--- src/rtl/frs_pkg.sv ---
package frs_pkg;
   // successor of a ring index, wrapping at depth
   function automatic int unsigned ring_next(int unsigned cur, int unsigned depth);
      return (cur + 1 >= depth) ? 0 : cur + 1;
   endfunction
endpackage

--- src/rtl/frs_state_bank.sv ---
module frs_state_bank #(
   parameter int NFRAMES = 4,
   parameter int IDX_W   = 2
) (
   input  logic               clk,
   input  logic               rst_n,
   input  logic               set_en,
   input  logic [IDX_W-1:0]   set_idx,
   input  logic               clr_en,
   input  logic [IDX_W-1:0]   clr_idx,
   output logic [NFRAMES-1:0] ready_o
);
   for (genvar i = 0; i < NFRAMES; i++) begin : g_frame
      logic bit_q;
      always_ff @(posedge clk or negedge rst_n) begin
         if (!rst_n)
            bit_q <= 1'b0;
         else if (set_en && set_idx == IDX_W'(i))
            bit_q <= 1'b1;
         else if (clr_en && clr_idx == IDX_W'(i))
            bit_q <= 1'b0;
      end
      assign ready_o[i] = bit_q;
   end
endmodule

--- src/rtl/frs_producer.sv ---
module frs_producer
   import frs_pkg::*;
#(
   parameter int NFRAMES = 4,
   parameter int IDX_W   = 2
) (
   input  logic               clk,
   input  logic               rst_n,
   input  logic               mark_req,
   input  logic [IDX_W-1:0]   mark_idx,
   input  logic [NFRAMES-1:0] ready_i,
   output logic               accept_o,
   output logic [IDX_W-1:0]   first_o,
   output logic               full_o,
   output logic               err_o
);
   logic [IDX_W-1:0] first_q;
   logic             err_q;
   logic             idx_ok;

   assign idx_ok   = 32'(mark_idx) < NFRAMES;
   assign full_o   = ready_i[first_q];
   assign accept_o = mark_req && idx_ok && !ready_i[mark_idx] && !full_o;

   always_ff @(posedge clk or negedge rst_n) begin
      if (!rst_n) begin
         first_q <= '0;
         err_q   <= 1'b0;
      end else begin
         err_q <= mark_req && !accept_o;
         if (accept_o)
            first_q <= IDX_W'(ring_next(32'(mark_idx), NFRAMES));
      end
   end

   assign first_o = first_q;
   assign err_o   = err_q;
endmodule

--- src/rtl/frs_consumer.sv ---
module frs_consumer
   import frs_pkg::*;
#(
   parameter int NFRAMES  = 4,
   parameter int IDX_W    = 2,
   parameter int DROP_W   = 16,
   parameter bit DROP_SAT = 1'b1
) (
   input  logic               clk,
   input  logic               rst_n,
   input  logic               eof,
   input  logic               start,
   input  logic [IDX_W-1:0]   start_idx,
   input  logic               stop,
   input  logic [NFRAMES-1:0] ready_i,
   output logic               run_o,
   output logic [IDX_W-1:0]   act_o,
   output logic               done_o,
   output logic [IDX_W-1:0]   done_idx_o,
   output logic [DROP_W-1:0]  drop_o
);
   logic              run_q;
   logic [IDX_W-1:0]  act_q;
   logic [IDX_W-1:0]  nxt;
   logic              start_ok;
   logic              miss;
   logic [DROP_W-1:0] drop_q;

   assign nxt      = IDX_W'(ring_next(32'(act_q), NFRAMES));
   assign start_ok = (32'(start_idx) < NFRAMES) && ready_i[start_idx];
   assign done_o   = run_q && eof && !stop && ready_i[nxt];
   assign miss     = run_q && eof && !stop && !ready_i[nxt];

   always_ff @(posedge clk or negedge rst_n) begin
      if (!rst_n) begin
         run_q <= 1'b0;
         act_q <= '0;
      end else if (stop) begin
         run_q <= 1'b0;
      end else if (!run_q && start && start_ok) begin
         run_q <= 1'b1;
         act_q <= start_idx;
      end else if (done_o) begin
         act_q <= nxt;
      end
   end

   if (DROP_SAT) begin : g_sat
      always_ff @(posedge clk or negedge rst_n) begin
         if (!rst_n)
            drop_q <= '0;
         else if (miss && drop_q != '1)
            drop_q <= drop_q + 1'b1;
      end
   end else begin : g_wrap
      always_ff @(posedge clk or negedge rst_n) begin
         if (!rst_n)
            drop_q <= '0;
         else if (miss)
            drop_q <= drop_q + 1'b1;
      end
   end

   assign run_o      = run_q;
   assign act_o      = act_q;
   assign done_idx_o = act_q;
   assign drop_o     = drop_q;
endmodule

--- src/rtl/frame_ring_sched.sv ---
module frame_ring_sched #(
   parameter int NFRAMES  = 4,
   parameter int DROP_W   = 16,
   parameter bit DROP_SAT = 1'b1,
   localparam int IDX_W   = $clog2(NFRAMES),
   localparam int CNT_W   = IDX_W + 1
) (
   input  logic                    clk,
   input  logic                    rst_n,
   input  logic                    mark_req,
   input  logic [IDX_W-1:0]        mark_idx,
   input  logic                    eof,
   input  logic                    start,
   input  logic [IDX_W-1:0]        start_idx,
   input  logic                    stop,
   output logic signed [IDX_W:0]   active_idx,
   output logic [IDX_W-1:0]        first_clear,
   output logic [CNT_W-1:0]        clear_cnt,
   output logic [DROP_W-1:0]       drop_cnt,
   output logic                    ring_full,
   output logic                    mark_err
);
   if (NFRAMES < 2) begin : g_bad_depth
      $error("frame_ring_sched: NFRAMES must be at least 2");
   end
   if (DROP_W < 1) begin : g_bad_drop
      $error("frame_ring_sched: DROP_W must be at least 1");
   end

   logic [NFRAMES-1:0] ready_q;
   logic               accept;
   logic               done;
   logic [IDX_W-1:0]   done_idx;
   logic               running;
   logic [IDX_W-1:0]   act;
   logic [CNT_W-1:0]   cnt_q;

   frs_state_bank #(.NFRAMES(NFRAMES), .IDX_W(IDX_W)) u_bank (
      .clk(clk), .rst_n(rst_n),
      .set_en(accept), .set_idx(mark_idx),
      .clr_en(done), .clr_idx(done_idx),
      .ready_o(ready_q)
   );

   frs_producer #(.NFRAMES(NFRAMES), .IDX_W(IDX_W)) u_prod (
      .clk(clk), .rst_n(rst_n),
      .mark_req(mark_req), .mark_idx(mark_idx), .ready_i(ready_q),
      .accept_o(accept), .first_o(first_clear), .full_o(ring_full),
      .err_o(mark_err)
   );

   frs_consumer #(.NFRAMES(NFRAMES), .IDX_W(IDX_W), .DROP_W(DROP_W),
                  .DROP_SAT(DROP_SAT)) u_cons (
      .clk(clk), .rst_n(rst_n),
      .eof(eof), .start(start), .start_idx(start_idx), .stop(stop),
      .ready_i(ready_q),
      .run_o(running), .act_o(act), .done_o(done), .done_idx_o(done_idx),
      .drop_o(drop_cnt)
   );

   // clear count: mark takes one away, completion gives one back
   always_ff @(posedge clk or negedge rst_n) begin
      if (!rst_n)
         cnt_q <= CNT_W'(NFRAMES);
      else begin
         case ({accept, done})
            2'b10:   cnt_q <= cnt_q - 1'b1;
            2'b01:   cnt_q <= cnt_q + 1'b1;
            default: cnt_q <= cnt_q;
         endcase
      end
   end

   assign clear_cnt  = cnt_q;
   assign active_idx = running ? $signed({1'b0, act}) : '1;
endmodule

--- config.mk ---
export PLATFORM = sky130hd
export DESIGN_NAME = frame_ring_sched
export DESIGN_NICKNAME = d
export VERILOG_FILES = /design/src/rtl/frs_pkg.sv /design/src/rtl/frs_state_bank.sv /design/src/rtl/frs_producer.sv /design/src/rtl/frs_consumer.sv /design/src/rtl/frame_ring_sched.sv
export SDC_FILE = /design/constraint.sdc
export NUM_CORES = 1
export LEC_CHECK = 0
export ABC_AREA = 1
export BUFFER_PORTS_ARGS = -buffer_cell sky130_fd_sc_hd__buf_4
export CAP_MARGIN = 40
export CORE_MARGIN = 8
export CORE_UTILIZATION = 40
export DETAILED_ROUTE_END_ITERATION = 7
export HOLD_SLACK_MARGIN = 0.05
export PLACE_DENSITY_LB_ADDON = 0.08
export SLEW_MARGIN = 20
export SYNTH_ARGS = -nofsm -noshare
export SYNTH_HDL_FRONTEND = slang
export SYNTH_SLANG_ARGS = --single-unit
--- constraint.sdc ---
create_clock -name clk -period 6.47 [get_ports clk]
set_clock_uncertainty 0.2 [all_clocks]
set_input_delay 0.647 -clock clk [delete_from_list [all_inputs] [get_ports clk]]
set_output_delay 0.647 -clock clk [all_outputs]
set_load 0.05 [all_outputs]
==> metrics.md <==
| Metric | Value |
|---|---|
| Synth unique cells | `25` |
| Worst path most repeated cell | `ha_1` |
| HP Class | `in2async` |
| Seq/Total Area, Yosys | `a little over a third` |
| CTS root buf | `clkbuf_8` |
| Startpoint types | `flop` |
| CP top delay family | `adder cells` |
| Std cell rows | `25` |
| Drt wl/cell | `~12 um` |
| Iter 0 DRT Violations | `75` |
| Filler instances | `525` |
| Critical Path Slowest Stage Cell | `dfrtp_1` |
| Fin util | `roughly 50%` |
| Vias in the first global route | `approximately 1800` |
| Layout Cells excl Fill | `375` |
| Peak supply drop | `approximately 0.00027 V` |
| Cts-stage hold buffer count | `0` |
| Post-synthesis adder-cell area fraction | `under 10%` |
| Clk slew on worst S/H paths | `about 70 ps` |
| Max clock buf depth | `2` |
| Status | `finished clean` |
| Critical path peak fanout | `7` |
| First-pass GRT wire length | `around 8000 um` |
| Starting density of the core | `a little over two fifths` |
| Drt total wl | `about 4600 um` |
| Sequential standard cell area | `727 um^2` |
| Post-synthesis register bit count | `29` |
| Commonest non-fill, non-tap cell in the layout | `nand2_1` |
| Core area | `approximately 4800 um^2` |
| Initial antenna violation count | `0` |
| Post-route minimum period | `around 2700 ps` |
| Clock Latency Late Sink | `290 ps` |
| DP HPWL | `3390 um` |
| Worst slew margin | `just over 60%` |
| Compound-gate portion of the synthesized area | `under 10%` |
| Crit-path cells | `inv_2, ha_1, nand3_1, nand2_2, nor2_1, ha_1, inv_1, fa_1, a21oi_1, o21ai_0, xnor2_1` |
| F_max | `0.371 GHz` |
| DRC viols | `0` |
| Largest net degree at the start of global routing | `30` |
| PortBufs | `35` |
| Placed cell count | `367` |
| ANT nets after route | `0` |
| TritonRoute pass-1 iters | `4` |
| Least-Margin Pin Slew | `589 ps` |
| Fraction of synthesized area in multiplexers | `less than 1%` |
| Warnings from Yosys | `0` |
| Mapped Nets | `between 200 and 300` |
| Final Max Slew Viols | `0` |
| Fin Hold WS | `between 80 and 90 ps` |
| Post-Synthesis Cells | `roughly 270` |
| Total CTS buffers | `5` |
| Crit share post-route | `41.7%` |
| Synthesized cell area | `between 1500 and 2000 um^2` |
| WS Path Type | `reg2reg` |
| Inserted Diodes | `0` |
| CP max stage delay | `480 ps` |
| Hold Violations, Final | `0` |
| Total negative slack | `0 ps` |
| Leakage | `0.00126 uW` |
| Largest family of logic cells by synthesized area | `simple AND/OR/NAND/NOR gates` |
| Area Growth Syn to Fin | `19.3%` |
| GPL Wtd Cong | `approximately 0.80` |
| Post-synthesis simple-gate area fraction | `roughly 36%` |
| Pwr dens | `396 nW/um^2` |
| WP data arrival | `~2700 ps` |
| Syn Area/Cell | `7.40 um^2` |
| Setup violators final | `0` |
| Commonest cells after routing, fill and taps aside | `nand2_1, buf_4, inv_1, dfrtp_1, o21ai_0` |
| Die height | `86.6 um` |
| Die ar. | `between 7000 and 8000 um^2` |
| Post-CTS Resized | `0` |
| Maxcap violations | `0` |
| IO Count | `36` |
| CP Capture Type | `flop` |
| Req. time, crit path | `6490 ps` |
| GRT overflow | `0` |
| Post-Synth XOR/XNOR Area | `under 10%` |
| Footprint of the multi-input gates | `about 1100 um^2` |
| H-tree depth | `2` |
| # Post-CTS Setup Buffers | `0` |
| Layout cells sized above 1 | `22.4%` |
| GRT Util Overall | `between 10% and 20%` |
| CTS tree | `yes` |
| Nets | `328` |
| RSZ-0062 raised after global routing | `no` |
| Vias | `approximately 1800` |
| Die X-Extent | `86.6 um` |
| Buf+Inv Stages, Crit Path | `2` |
| Sink Count | `29` |
| Total Power | `between 900 and 1000 uW` |
| Vias per cell | `about 4.8` |
-- layer usage --
layer | track usage [%] | wire length (um) | vias up
li1 | - | - | 930
met1 | 15.1 | 2120 | 818
met2 | 22.5 | 2180 | 33
met3 | 4.44 | 228 | 5
met4 | 5.16 | 57 | 0
met5 | 0 | 0 | -
-- where the power goes --
part,internal (uW),switching (uW),leakage [uW]
combinational,153,321,0.000851
sequential,240,78.2,0.000363
clock,74.1,75.3,0.0000439
total,467,475,0.00126
-- worst reg2reg max path, delay by kind of cell, from the launching register on --
family                   cells  cell delay [ps]
AO/OA/AOI/OAI                2              250
XOR/XNOR                     1              140
AND/OR/NAND/NOR              3              470
buffers and inverters        2              160
flip-flops                   1              480
adder cells (fa/ha/maj)      3              920
-- cell type report --
type                            count  area share [%]
Multi-Input combinational cell    204            46.2
Sequential cell                    29            30.6
Timing Repair Buffer               35            11.1
Inverter                           32            5.05
Tap cell                           67            3.53
Clock buffer                        5            2.89
Clock inverter                      3           0.737
-- Yosys cell counts --
cell | number | area [um^2]
nand4_1 | 8 | 50.1
xnor2_1 | 2 | 17.5
nor2_8 | 1 | 20.0
dfstp_2 | 1 | 26.3
xor2_1 | 5 | 43.8
ha_1 | 10 | 125
nand2_2 | 11 | 68.8
inv_1 | 30 | 113
a21boi_0 | 1 | 7.51
nand2_4 | 1 | 11.3
a21oi_1 | 3 | 15.0
clkbuf_2 | 1 | 5.00
buf_12 | 1 | 20.0
o21ai_0 | 21 | 105
o21ai_2 | 4 | 35.0
nor2_1 | 17 | 63.8
dfrtp_1 | 28 | 701
nand3_1 | 20 | 100
buf_6 | 2 | 22.5
inv_2 | 2 | 7.51
nor2_4 | 3 | 33.8
fa_1 | 1 | 20.0
mux2_2 | 1 | 11.3
nand2_1 | 93 | 349
nand3_2 | 2 | 20.0
-- final timing paths --
kind                                  from            to  slack (ps)  depth (start not counted)
setup reg to reg           u_cons.act_o[0]  clear_cnt[2]        3770                         11
setup / recovery           u_cons.act_o[0]  clear_cnt[2]        3770                         11
hold / removal                       rst_n  clear_cnt[1]          80                          1
min in group clk              clear_cnt[2]  clear_cnt[2]         290                          1
max in group asynchronous            rst_n  clear_cnt[2]        5670                          1
hold reg to reg               clear_cnt[2]  clear_cnt[2]         290                          1
-- cells by family after synthesis --
| group | after synthesis |
|---|---|
| simple gates | 156 |
| buf+inv | 36 |
| compound gates | 29 |
| flops | 29 |
| fa+ha+maj | 11 |
| xor+xnor | 7 |
| mux | 1 |
-- per-stage QoR --
step / instance area, um^2 / setup slack [ps]
floorplan: 1990 / 4000
global placement: 2290 / 3850
detailed placement: 2290 / 3760
CTS: 2380 / 3750
global route: 2380 / 3500
finish: 2380 / 3770
-- state kept, by name, indices dropped and copies added, names as in the netlist --
signal	cells
clear_cnt	3
u_bank.g_frame.bit_q	4
u_cons.act_o	2
u_cons.drop_o	16
u_cons.run_o	1
u_prod.err_o	1
u_prod.first_o	2
Power figures use the tool's default switching activity.
